$ cat src/rtl/itmr_pkg.sv
package itmr_pkg;
  localparam int BYTE_W = 8;
  localparam int SEL_W  = 3;

  // register offsets
  localparam int A_CTRL   = 0;
  localparam int A_CNT_HI = 1;
  localparam int A_CNT_LO = 2;
  localparam int A_LIM_HI = 3;
  localparam int A_LIM_LO = 4;

  // control byte bit positions
  localparam int B_FLAG  = 7;
  localparam int B_IE    = 6;
  localparam int B_HALT  = 5;
  localparam int B_CLR   = 4;

  localparam logic [BYTE_W-1:0] LIM_BYTE_RST = '1;
endpackage

$ cat src/rtl/itmr_prescaler.sv
module itmr_prescaler #(
  parameter int PRE_W = 6,
  parameter int SEL_W = 3
) (
  input  logic             clk,
  input  logic             rst,
  input  logic             run,
  input  logic             clr,
  input  logic [SEL_W-1:0] sel,
  output logic             tick
);
  logic [PRE_W-1:0] div_q;
  logic [PRE_W-1:0] mask;

  // selects >= PRE_W saturate to the widest divider
  always_comb begin
    for (int i = 0; i < PRE_W; i++) begin
      mask[i] = (i < int'(sel)) ? 1'b1 : 1'b0;
    end
  end

  assign tick = run && !clr && ((div_q & mask) == mask);

  always_ff @(posedge clk) begin
    if (rst || clr) begin
      div_q <= '0;
    end else if (run) begin
      div_q <= div_q + 1'b1;
    end
  end

  // divide-by-one ticks on every running cycle
  a_r3_div1_every_cycle: assert property (@(posedge clk) disable iff (rst)
    (run && !clr && sel == '0) |-> tick);

  // a halted prescaler keeps its phase
  a_r2_prescaler_frozen: assert property (@(posedge clk) disable iff (rst)
    (!run && !clr) |=> $stable(div_q));
endmodule

$ cat src/rtl/itmr_counter.sv
module itmr_counter #(
  parameter int CNT_W = 16
) (
  input  logic             clk,
  input  logic             rst,
  input  logic             tick,
  input  logic             clr,
  input  logic [CNT_W-1:0] limit,
  output logic [CNT_W-1:0] cnt,
  output logic             wrap
);
  logic at_limit;

  assign at_limit = (cnt == limit);
  assign wrap     = tick && !clr && at_limit;

  always_ff @(posedge clk) begin
    if (rst || clr) begin
      cnt <= '0;
    end else if (tick) begin
      cnt <= at_limit ? '0 : cnt + 1'b1;
    end
  end

  // a rollover always lands on zero
  a_r4_wrap_to_zero: assert property (@(posedge clk) disable iff (rst)
    wrap |=> (cnt == '0));

  // without a tick or a clear the count is frozen
  a_r2_count_hold: assert property (@(posedge clk) disable iff (rst)
    (!tick && !clr) |=> $stable(cnt));

  // the clear strobe empties the count
  a_r7_clear_count: assert property (@(posedge clk) disable iff (rst)
    clr |=> (cnt == '0));
endmodule

$ cat src/rtl/itmr_regs.sv
module itmr_regs
  import itmr_pkg::*;
#(
  parameter int ADDR_W = 3,
  parameter int CNT_W  = 2 * BYTE_W
) (
  input  logic              clk,
  input  logic              rst,
  input  logic              halt_in,
  input  logic [ADDR_W-1:0] bus_addr,
  input  logic              bus_wr,
  input  logic              bus_rd,
  input  logic [BYTE_W-1:0] bus_wdata,
  input  logic [CNT_W-1:0]  cnt,
  input  logic              wrap,
  output logic              run,
  output logic              clr,
  output logic [SEL_W-1:0]  sel,
  output logic [CNT_W-1:0]  limit,
  output logic [BYTE_W-1:0] bus_rdata,
  output logic              irq
);
  logic              flag_q, ie_q, halt_q, armed_q;
  logic [SEL_W-1:0]  sel_q;
  logic [BYTE_W-1:0] lim_buf_q, lo_cap_q, rd_mux;
  logic              cap_valid_q;
  logic [CNT_W-1:0]  limit_q;
  logic              wr_ctrl, wr_lim_hi, wr_lim_lo, rd_ctrl, rd_hi, rd_lo;
  logic              clr_attempt;
  logic              unused_wbit3;

  assign wr_ctrl   = bus_wr && (bus_addr == ADDR_W'(A_CTRL));
  assign wr_lim_hi = bus_wr && (bus_addr == ADDR_W'(A_LIM_HI));
  assign wr_lim_lo = bus_wr && (bus_addr == ADDR_W'(A_LIM_LO));
  assign rd_ctrl   = bus_rd && (bus_addr == ADDR_W'(A_CTRL));
  assign rd_hi     = bus_rd && (bus_addr == ADDR_W'(A_CNT_HI));
  assign rd_lo     = bus_rd && (bus_addr == ADDR_W'(A_CNT_LO));

  assign clr_attempt  = wr_ctrl && !bus_wdata[B_FLAG];
  assign unused_wbit3 = bus_wdata[3];

  assign run   = !halt_q && !halt_in;
  assign clr   = wr_ctrl && bus_wdata[B_CLR];
  assign sel   = sel_q;
  assign limit = limit_q;

  // control fields
  always_ff @(posedge clk) begin
    if (rst) begin
      ie_q   <= 1'b0;
      halt_q <= 1'b1;
      sel_q  <= '0;
    end else if (wr_ctrl) begin
      ie_q   <= bus_wdata[B_IE];
      halt_q <= bus_wdata[B_HALT];
      sel_q  <= bus_wdata[SEL_W-1:0];
    end
  end

  // overflow flag: a rollover wins over a clear in the same cycle
  always_ff @(posedge clk) begin
    if (rst) begin
      flag_q <= 1'b0;
    end else if (wrap) begin
      flag_q <= 1'b1;
    end else if (clr_attempt && armed_q) begin
      flag_q <= 1'b0;
    end
  end

  // the clear is armed by a read that saw the flag set
  always_ff @(posedge clk) begin
    if (rst) begin
      armed_q <= 1'b0;
    end else if (clr_attempt) begin
      armed_q <= 1'b0;
    end else if (rd_ctrl && flag_q) begin
      armed_q <= 1'b1;
    end
  end

  // limit: high byte is buffered until the low byte arrives
  always_ff @(posedge clk) begin
    if (rst) begin
      lim_buf_q <= LIM_BYTE_RST;
      limit_q   <= '1;
    end else begin
      if (wr_lim_hi) lim_buf_q <= bus_wdata;
      if (wr_lim_lo) limit_q   <= {lim_buf_q, bus_wdata};
    end
  end

  // count capture for coherent two-byte reads
  always_ff @(posedge clk) begin
    if (rst) begin
      lo_cap_q    <= '0;
      cap_valid_q <= 1'b0;
    end else if (rd_hi) begin
      lo_cap_q    <= cnt[BYTE_W-1:0];
      cap_valid_q <= 1'b1;
    end else if (rd_lo) begin
      cap_valid_q <= 1'b0;
    end
  end

  always_comb begin
    rd_mux = '0;
    case (int'(bus_addr))
      A_CTRL:   rd_mux = {flag_q, ie_q, halt_q, 2'b00, sel_q};
      A_CNT_HI: rd_mux = cnt[CNT_W-1:BYTE_W];
      A_CNT_LO: rd_mux = cap_valid_q ? lo_cap_q : cnt[BYTE_W-1:0];
      A_LIM_HI: rd_mux = limit_q[CNT_W-1:BYTE_W];
      A_LIM_LO: rd_mux = limit_q[BYTE_W-1:0];
      default:  rd_mux = '0;
    endcase
  end

  always_ff @(posedge clk) begin
    if (rst) begin
      bus_rdata <= '0;
      irq       <= 1'b0;
    end else begin
      bus_rdata <= bus_rd ? rd_mux : '0;
      irq       <= flag_q && ie_q;
    end
  end

  // a rollover always leaves the flag set
  a_r4_flag_on_wrap: assert property (@(posedge clk) disable iff (rst)
    wrap |=> flag_q);

  // an unarmed clearing write leaves a set flag alone
  a_r5_clear_needs_read: assert property (@(posedge clk) disable iff (rst)
    (clr_attempt && !armed_q && flag_q) |=> flag_q);

  // a high-byte limit write alone leaves the limit unchanged
  a_r10_limit_buffered: assert property (@(posedge clk) disable iff (rst)
    wr_lim_hi |=> $stable(limit_q));

  // strobe and unused bits never read back as 1
  a_r7_ctrl_reads_zero: assert property (@(posedge clk) disable iff (rst)
    rd_ctrl |=> (bus_rdata[B_CLR] == 1'b0 && bus_rdata[3] == 1'b0));

  // no request while the enable is off
  a_r6_irq_needs_enable: assert property (@(posedge clk) disable iff (rst)
    !ie_q |=> !irq);
endmodule

$ cat src/rtl/interval_timer.sv
module interval_timer
  import itmr_pkg::*;
#(
  parameter int ADDR_W = 3,
  parameter int PRE_W  = 6
) (
  input  logic              clk,
  input  logic              rst,
  input  logic              halt_in,
  input  logic [ADDR_W-1:0] bus_addr,
  input  logic              bus_wr,
  input  logic              bus_rd,
  input  logic [7:0]        bus_wdata,
  output logic [7:0]        bus_rdata,
  output logic              irq
);
  localparam int CNT_W = 2 * BYTE_W;

  logic             run, clr, tick, wrap;
  logic [SEL_W-1:0] sel;
  logic [CNT_W-1:0] cnt, limit;

  itmr_regs #(.ADDR_W(ADDR_W), .CNT_W(CNT_W)) u_regs (
    .clk       (clk),
    .rst       (rst),
    .halt_in   (halt_in),
    .bus_addr  (bus_addr),
    .bus_wr    (bus_wr),
    .bus_rd    (bus_rd),
    .bus_wdata (bus_wdata),
    .cnt       (cnt),
    .wrap      (wrap),
    .run       (run),
    .clr       (clr),
    .sel       (sel),
    .limit     (limit),
    .bus_rdata (bus_rdata),
    .irq       (irq)
  );

  itmr_prescaler #(.PRE_W(PRE_W), .SEL_W(SEL_W)) u_pre (
    .clk  (clk),
    .rst  (rst),
    .run  (run),
    .clr  (clr),
    .sel  (sel),
    .tick (tick)
  );

  itmr_counter #(.CNT_W(CNT_W)) u_cnt (
    .clk   (clk),
    .rst   (rst),
    .tick  (tick),
    .clr   (clr),
    .limit (limit),
    .cnt   (cnt),
    .wrap  (wrap)
  );

  // no count movement while halted from outside
  a_r2_external_halt: assert property (@(posedge clk) disable iff (rst)
    (halt_in && !clr) |=> $stable(cnt));
endmodule

$ cat config.mk
export PLATFORM = sky130hd
export DESIGN_NAME = interval_timer
export DESIGN_NICKNAME = d
export VERILOG_FILES = /design/src/rtl/itmr_pkg.sv /design/src/rtl/itmr_prescaler.sv /design/src/rtl/itmr_counter.sv /design/src/rtl/itmr_regs.sv /design/src/rtl/interval_timer.sv
export SDC_FILE = /design/constraint.sdc
export NUM_CORES = 1
export LEC_CHECK = 0
export ABC_AREA = 1
export BUFFER_PORTS_ARGS = -buffer_cell sky130_fd_sc_hd__buf_2
export CORE_AREA = 2 2 77 79
export CTS_CLUSTER_DIAMETER = 40
export CTS_CLUSTER_SIZE = 24
export DETAILED_ROUTE_END_ITERATION = 8
export DIE_AREA = 0 0 79 81
export GPL_TIMING_DRIVEN = 0
export PLACE_DENSITY = 0.94
export SETUP_SLACK_MARGIN = 0.3
export SYNTH_ARGS = -nofsm -noshare
export SYNTH_HDL_FRONTEND = slang
export SYNTH_HIERARCHICAL = 1
export SYNTH_SLANG_ARGS = --single-unit
$ cat constraint.sdc
create_clock -name clk -period 3.09 [get_ports clk]
set_input_delay 0.1545 -clock clk [delete_from_list [all_inputs] [get_ports clk]]
set_output_delay 0.1545 -clock clk [all_outputs]
set_load 0.05 [all_outputs]
## Word level (Yosys, flattened, before mapping)

Index checks and enable logic that the tools add are counted.

| storage, ports and cells | value |
|---|---|
| bits in registers | 71 |
| input port bits | 16 |
| logic and storage cells | 68 |

| cells by class | value |
|---|---|
| $add $sub $neg | 2 |
| $lt $le $gt $ge | 6 |
| equality and inequality tests | 6 |
| mux-type cells | 13 |
| bitwise logic cells | 2 |
| reduce and logical (&&, ||, !) cells | 26 |

Operator list:

| kind | count |
|---|---|
| $pmux W8 S5 | 1 |
| $add A16 B1 Y16 const B | 1 |
| $eq A16 B16 Y1 | 1 |
| $logic_and A1 B1 Y1 | 16 |
| $mux W16 | 1 |
| $mux W1 | 10 |
| $mux W8 | 1 |
| $add A6 B1 Y6 const B | 1 |
| $and A6 B6 Y6 | 1 |
| $eq A3 B2 Y1 const B | 2 |
| $eq A6 B6 Y1 | 1 |
| $lt A1 B3 Y1 const A | 2 |
| $lt A2 B3 Y1 const A | 2 |
| $lt A3 B3 Y1 const A | 2 |
| $logic_not A1 Y1 | 4 |
| $reduce_bool A2 Y1 | 2 |
| $reduce_or A2 Y1 | 2 |
| $eq A3 B1 Y1 const B | 1 |
| $eq A3 B3 Y1 const B | 1 |
| $logic_not A3 Y1 | 1 |
| $logic_or A1 B1 Y1 | 1 |
| $not A1 Y1 | 1 |

## Logic depth before layout (Yosys ltp)

| logic depth | value |
|---|---|
| word-level depth | 9 |
| mapped depth | 20 |
| mapped depth without buffers | 18 |

## Hierarchy

The synthesis kept the hierarchy.

By module, submodules not included:

| module | times used | cells an instance | area an instance (um^2) | seq. area each (um^2) |
|---|---|---|---|---|
| itmr_regs | 1 | 305 | 2120.8 | 980.9 |
| itmr_counter | 1 | 188 | 1096.1 | 320.3 |
| itmr_prescaler | 1 | 51 | 337.8 | 120.1 |

## Worst setup path after synthesis

OpenSTA, ideal clock, no wires.

| path | value |
|---|---|
| kind | input-to-reg |
| from | input bus_addr[1] |
| to | register u_cnt.cnt[9] |
| setup time | 0.116 ns |
| arrival | 1.866 ns |
| required time | 2.974 ns |
| slack | 1.109 ns |
| stages on the path | 18 |
| cell sequence | buf_4 > nor2_2 > nand2_1 > nor2_2 > inv_1 > nor2_1 > inv_1 > nand2_1 > a21oi_1 > nand2_1 > nor2_1 > buf_2 > nand4_1 > inv_1 > nand2_1 > nor2_1 > xor2_1 > nor2_1 |

| between the ends | value |
|---|---|
| cells in the longest elaborated chain, start to end | 6 |
| elaborated cells between the ends (all ways) | 7 |
| those cells by class | 7 x reduce/logical |

RTL lines:

| element | RTL line | text |
|---|---|---|
| from (decl) | interval_timer.sv:10 | `input logic [ADDR_W-1:0] bus_addr,` |
| $logic_not A3 Y1 | itmr_regs.sv:32 | `assign wr_ctrl = bus_wr && (bus_addr == ADDR_W'(A_CTRL));` |
| $logic_and A1 B1 Y1 | itmr_regs.sv:32 |  |
| $logic_and A1 B1 Y1 | itmr_regs.sv:43 | `assign clr = wr_ctrl && bus_wdata[B_CLR];` |
| net clr | interval_timer.sv:19 | `logic run, clr, tick, wrap;` |
| $logic_not A1 Y1 | itmr_prescaler.sv:22 | `assign tick = run && !clr && ((div_q & mask) == mask);` |
| $logic_and A1 B1 Y1 (2 in series) | itmr_prescaler.sv:22 |  |
| net tick | interval_timer.sv:19 |  |
| to (signal assigned) | itmr_counter.sv:21 | `cnt <= at_limit ? '0 : cnt + 1'b1;` |
| to (decl) | itmr_counter.sv:9 | `output logic [CNT_W-1:0] cnt,` |

The timed path passes the listed nets, and every way through them passes these cells.
A chain may end at the register's enable or synchronous reset.

## Worst setup path in the final report

| path | value |
|---|---|
| from | input bus_addr[1] |
| to | register u_cnt.cnt[7] |

The elaborated chain is that of the path after synthesis.

==> reports/summary.json <==
{
  "outcome": {
    "run_status": "finished clean"
  },
  "clock_tree": {
    "ctsRootBufferMaster": "sky130_fd_sc_hd__clkbuf_8",
    "clk_latency_ns": 0.36,
    "post-cts-setup-buffers": 0,
    "max-clock-path-buffers": 2,
    "clk_pin_slew_ns": 0.07,
    "cts_repair_resize_count": 0,
    "cts_buffers": 9,
    "clock_tree.htree_level_count": 3,
    "cts_num_sinks": 71,
    "cts_hold_buffers": 0,
    "tritoncts": "built"
  },
  "floorplanning": {
    "initial_utilization": 0.626,
    "row_count": 28,
    "die_w_microns": 79,
    "io-pin-count": 25,
    "die_y_microns": 81,
    "placeableCoreArea_sq_um": 5680,
    "design.die.area_sq_um": 6400
  },
  "yosys": {
    "synthesis.area_sq_um": 3550,
    "synth.net_count": 562,
    "synth_seq_area_share": 0.400,
    "ys.warnings.count": 6,
    "synth_top_cells_by_area": "sky130_fd_sc_hd__dfxtp_1 40%, sky130_fd_sc_hd__nand2_1 22%, sky130_fd_sc_hd__nor2_1 7.7%",
    "synth-seq-cells": 71,
    "synth.top_cell.area_share": 0.400,
    "syn_area_per_cell_sq_um": 6.53,
    "synth_top_area_cell": "sky130_fd_sc_hd__dfxtp_1",
    "synthesis.instances": 544,
    "netlist-cell-type-count": 31
  },
  "worst_hold_path": {
    "worst_hold_path_type": "in -> reg"
  },
  "sta": {
    "setup_tns_ns": 0,
    "tightestPinTransition_ns": 0.550,
    "fin_worst_skew_ns": 0.00847,
    "timing.final.setup_violations": 0,
    "fin_crit_sh": 0.773,
    "fin_hold_viols": 0,
    "hold-worst-slack_ns": 0.0216,
    "slew_headroom": 0.633,
    "slew_violations": 0,
    "rsz_0062_raised_after_global_routing": "no",
    "final.min_clock_period_ns": 2.39,
    "maxClockFrequency_ghz": 0.419
  },
  "drt": {
    "detail_route.drc_violations": 0,
    "routed_wire_length_per_instance_microns": 14.2,
    "antenna_violating_nets_post_route": 0,
    "detail_route.first_pass.iterations": 8,
    "viasPerCell": 5.52,
    "totalWireLength_mm": 9.32,
    "via_count": 3635,
    "drt_first_iter_violations": 404
  },
  "global_routing": {
    "global_route.overflow_total": 0,
    "met2_usage": 0.511,
    "grt_pass1_wl_mm": 15.3,
    "grt_max_degree": 14,
    "antenna_violations_before_repair": 0,
    "global_route_track_usage_on_met3": 0.0644,
    "grt_usage": 0.308,
    "first_global_vias": 3362,
    "grt-busiest-layer": "met2",
    "use_met1": 0.373
  },
  "placed_design": {
    "placed_cells": 642,
    "dpl-instance-area_sq_um": 3760,
    "port-buffer-count": 23,
    "routabilityCongestion": 0.968,
    "post-dp-hpwl_mm": 6.77
  },
  "setup_path": {
    "cpPeakStageDelay_ns": 0.36,
    "crit_type": "in -> reg",
    "critPathLaunchType": "primary input",
    "crit_path_top_delay_cell": "sky130_fd_sc_hd__nor2_1",
    "critical_path_required_ns": 3.38,
    "worstPathCellList": "buf_4 > nor2_2 > nand2_1 > nor2_2 > inv_1 > nor2_1 > inv_1 > nand2_1 > a21oi_1 > nand2_1 > nor2_1 > buf_2 > nand2_1 > nor2_1 > nand2_1 > nor2_1 > nand3_2 > nand2_4 > buf_6 > nor2_1",
    "critical_path.n_buffers_inverters": 5,
    "largest_driver_fanout_on_the_critical_path": 10,
    "critical_path_end_type": "flop",
    "crit_arrival_ns": 2.68,
    "critical-path-top-delay-family": "simple AND/OR/NAND/NOR gates"
  },
  "power_and_ir_drop": {
    "totalPowerFinal_mw": 2.00,
    "power.static_leakage_nw": 1.96,
    "power_density_nw_per_um2": 498,
    "peak_supply_drop_mv": 0.371
  },
  "finish": {
    "ratio_of_cells_with_drive_above_1_in_the_final_layout": 0.120,
    "finish.instance_area_sq_um": 4010,
    "most_common_cell_after_layout_fill_and_taps_aside": "sky130_fd_sc_hd__nand2_1",
    "design.final.nets": 596,
    "antenna-diode-count": 0,
    "area.growth.synth_to_final_pct": 12.7,
    "layout.cells.non_filler": 658,
    "top_library_cells_by_usage_in_the_layout_fill_and_taps_aside": "204 x sky130_fd_sc_hd__nand2_1, 73 x sky130_fd_sc_hd__nor2_1, 71 x sky130_fd_sc_hd__dfxtp_1, 52 x sky130_fd_sc_hd__inv_1, 50 x sky130_fd_sc_hd__nand3_1"
  },
  "run": {
    "max_cap_viol_count": 0
  }
}
## metrics by stage
| step | util | setup slack [ns] |
|---|---|---|
| after CTS | 0.706 | 0.758 |
| after detailed placement | 0.663 | 0.433 |
| final | 0.706 | 0.702 |
| after global routing | 0.706 | 0.436 |
| after floorplan | - | 1.11 |
| after global placement | 0.663 | 0.473 |
## flip-flops by register name, indices dropped and copies added (netlist names)
register / count
u_regs/ie_q: 1
u_regs/halt_q: 1
u_cnt/cnt: 16
u_pre/div_q: 6
u_regs/bus_rdata: 8
u_regs/lim_buf_q: 8
u_regs/armed_q: 1
u_regs/sel: 3
u_regs/irq: 1
u_regs/cap_valid_q: 1
u_regs/lo_cap_q: 8
u_regs/limit: 16
u_regs/flag_q: 1
## power by group
group | switching, mW | leakage (nW) | internal (mW) | total (mW)
clock | 0.363 | 0.120 | 0.538 | 0.901
sequential | 0.0185 | 0.576 | 0.933 | 0.951
combinational | 0.101 | 1.27 | 0.0437 | 0.145
total | 0.483 | 1.96 | 1.51 | 2.00
## path summary, 6_finish.rpt
| path | from | to | slack, ns | cells after the start |
|---|---|---|---|---|
| worst min register to register | u_regs/flag_q$_SDFFE_PP0P_ | u_regs/irq$_SDFF_PP0_ | 0.46 | 2 |
| worst min-delay path | bus_wdata[3] | u_regs/lim_buf_q[3]$_SDFFE_PP1P_ | 0.02 | 3 |
| worst max-delay path | bus_addr[1] | u_cnt/cnt[7]$_SDFFE_PP0P_ | 0.70 | 20 |
| worst max register to register | u_regs/halt_q$_SDFFE_PP1P_ | u_cnt/cnt[7]$_SDFFE_PP0P_ | 0.78 | 14 |
## worst min-delay path, cell delays in order
cell and delay (ns):
sky130_fd_sc_hd__buf_2 0.09, sky130_fd_sc_hd__nand2_1 0.05, sky130_fd_sc_hd__nand3_1 0.05
## Yosys cell counts, drive strengths merged
cell type and number:
a21o 1, a21oi 15, and3 1, buf 9
clkbuf 5, dfxtp 71, ha 2, inv 56
nand2 209, nand3 52, nand3b 2, nand4 7
nor2 80, nor3 3, o211ai 4, o21ai 13
or2 1, xnor2 3, xor2 10
## cell families (layout without fill, tap and decap cells)
group           after synthesis  in the layout  synth area share
fa+ha+maj                     2              2           0.00704
flops                        71             71             0.400
buf+inv                      70            109            0.0820
xor+xnor                     13             13            0.0320
compound gates               33             33            0.0528
simple gates                355            355             0.426
## area by class of cell
cell class	count	area, sq um
Clock buffer	9	124
Fill cell	477	1670
Buffer	14	78.8
Inverter	56	213
Timing Repair Buffer	23	115
Multi-Input combinational cell	403	1840
Tap cell	75	93.8
Clock inverter	7	120
Sequential cell	71	1420
## metal layers
layer	wire, microns	part of all wire
met1	3770	0.40
met2	4410	0.47
met3	819	0.088
met4	316	0.034
met5	0	0
No activity file was read; power rests on OpenSTA's default activity.
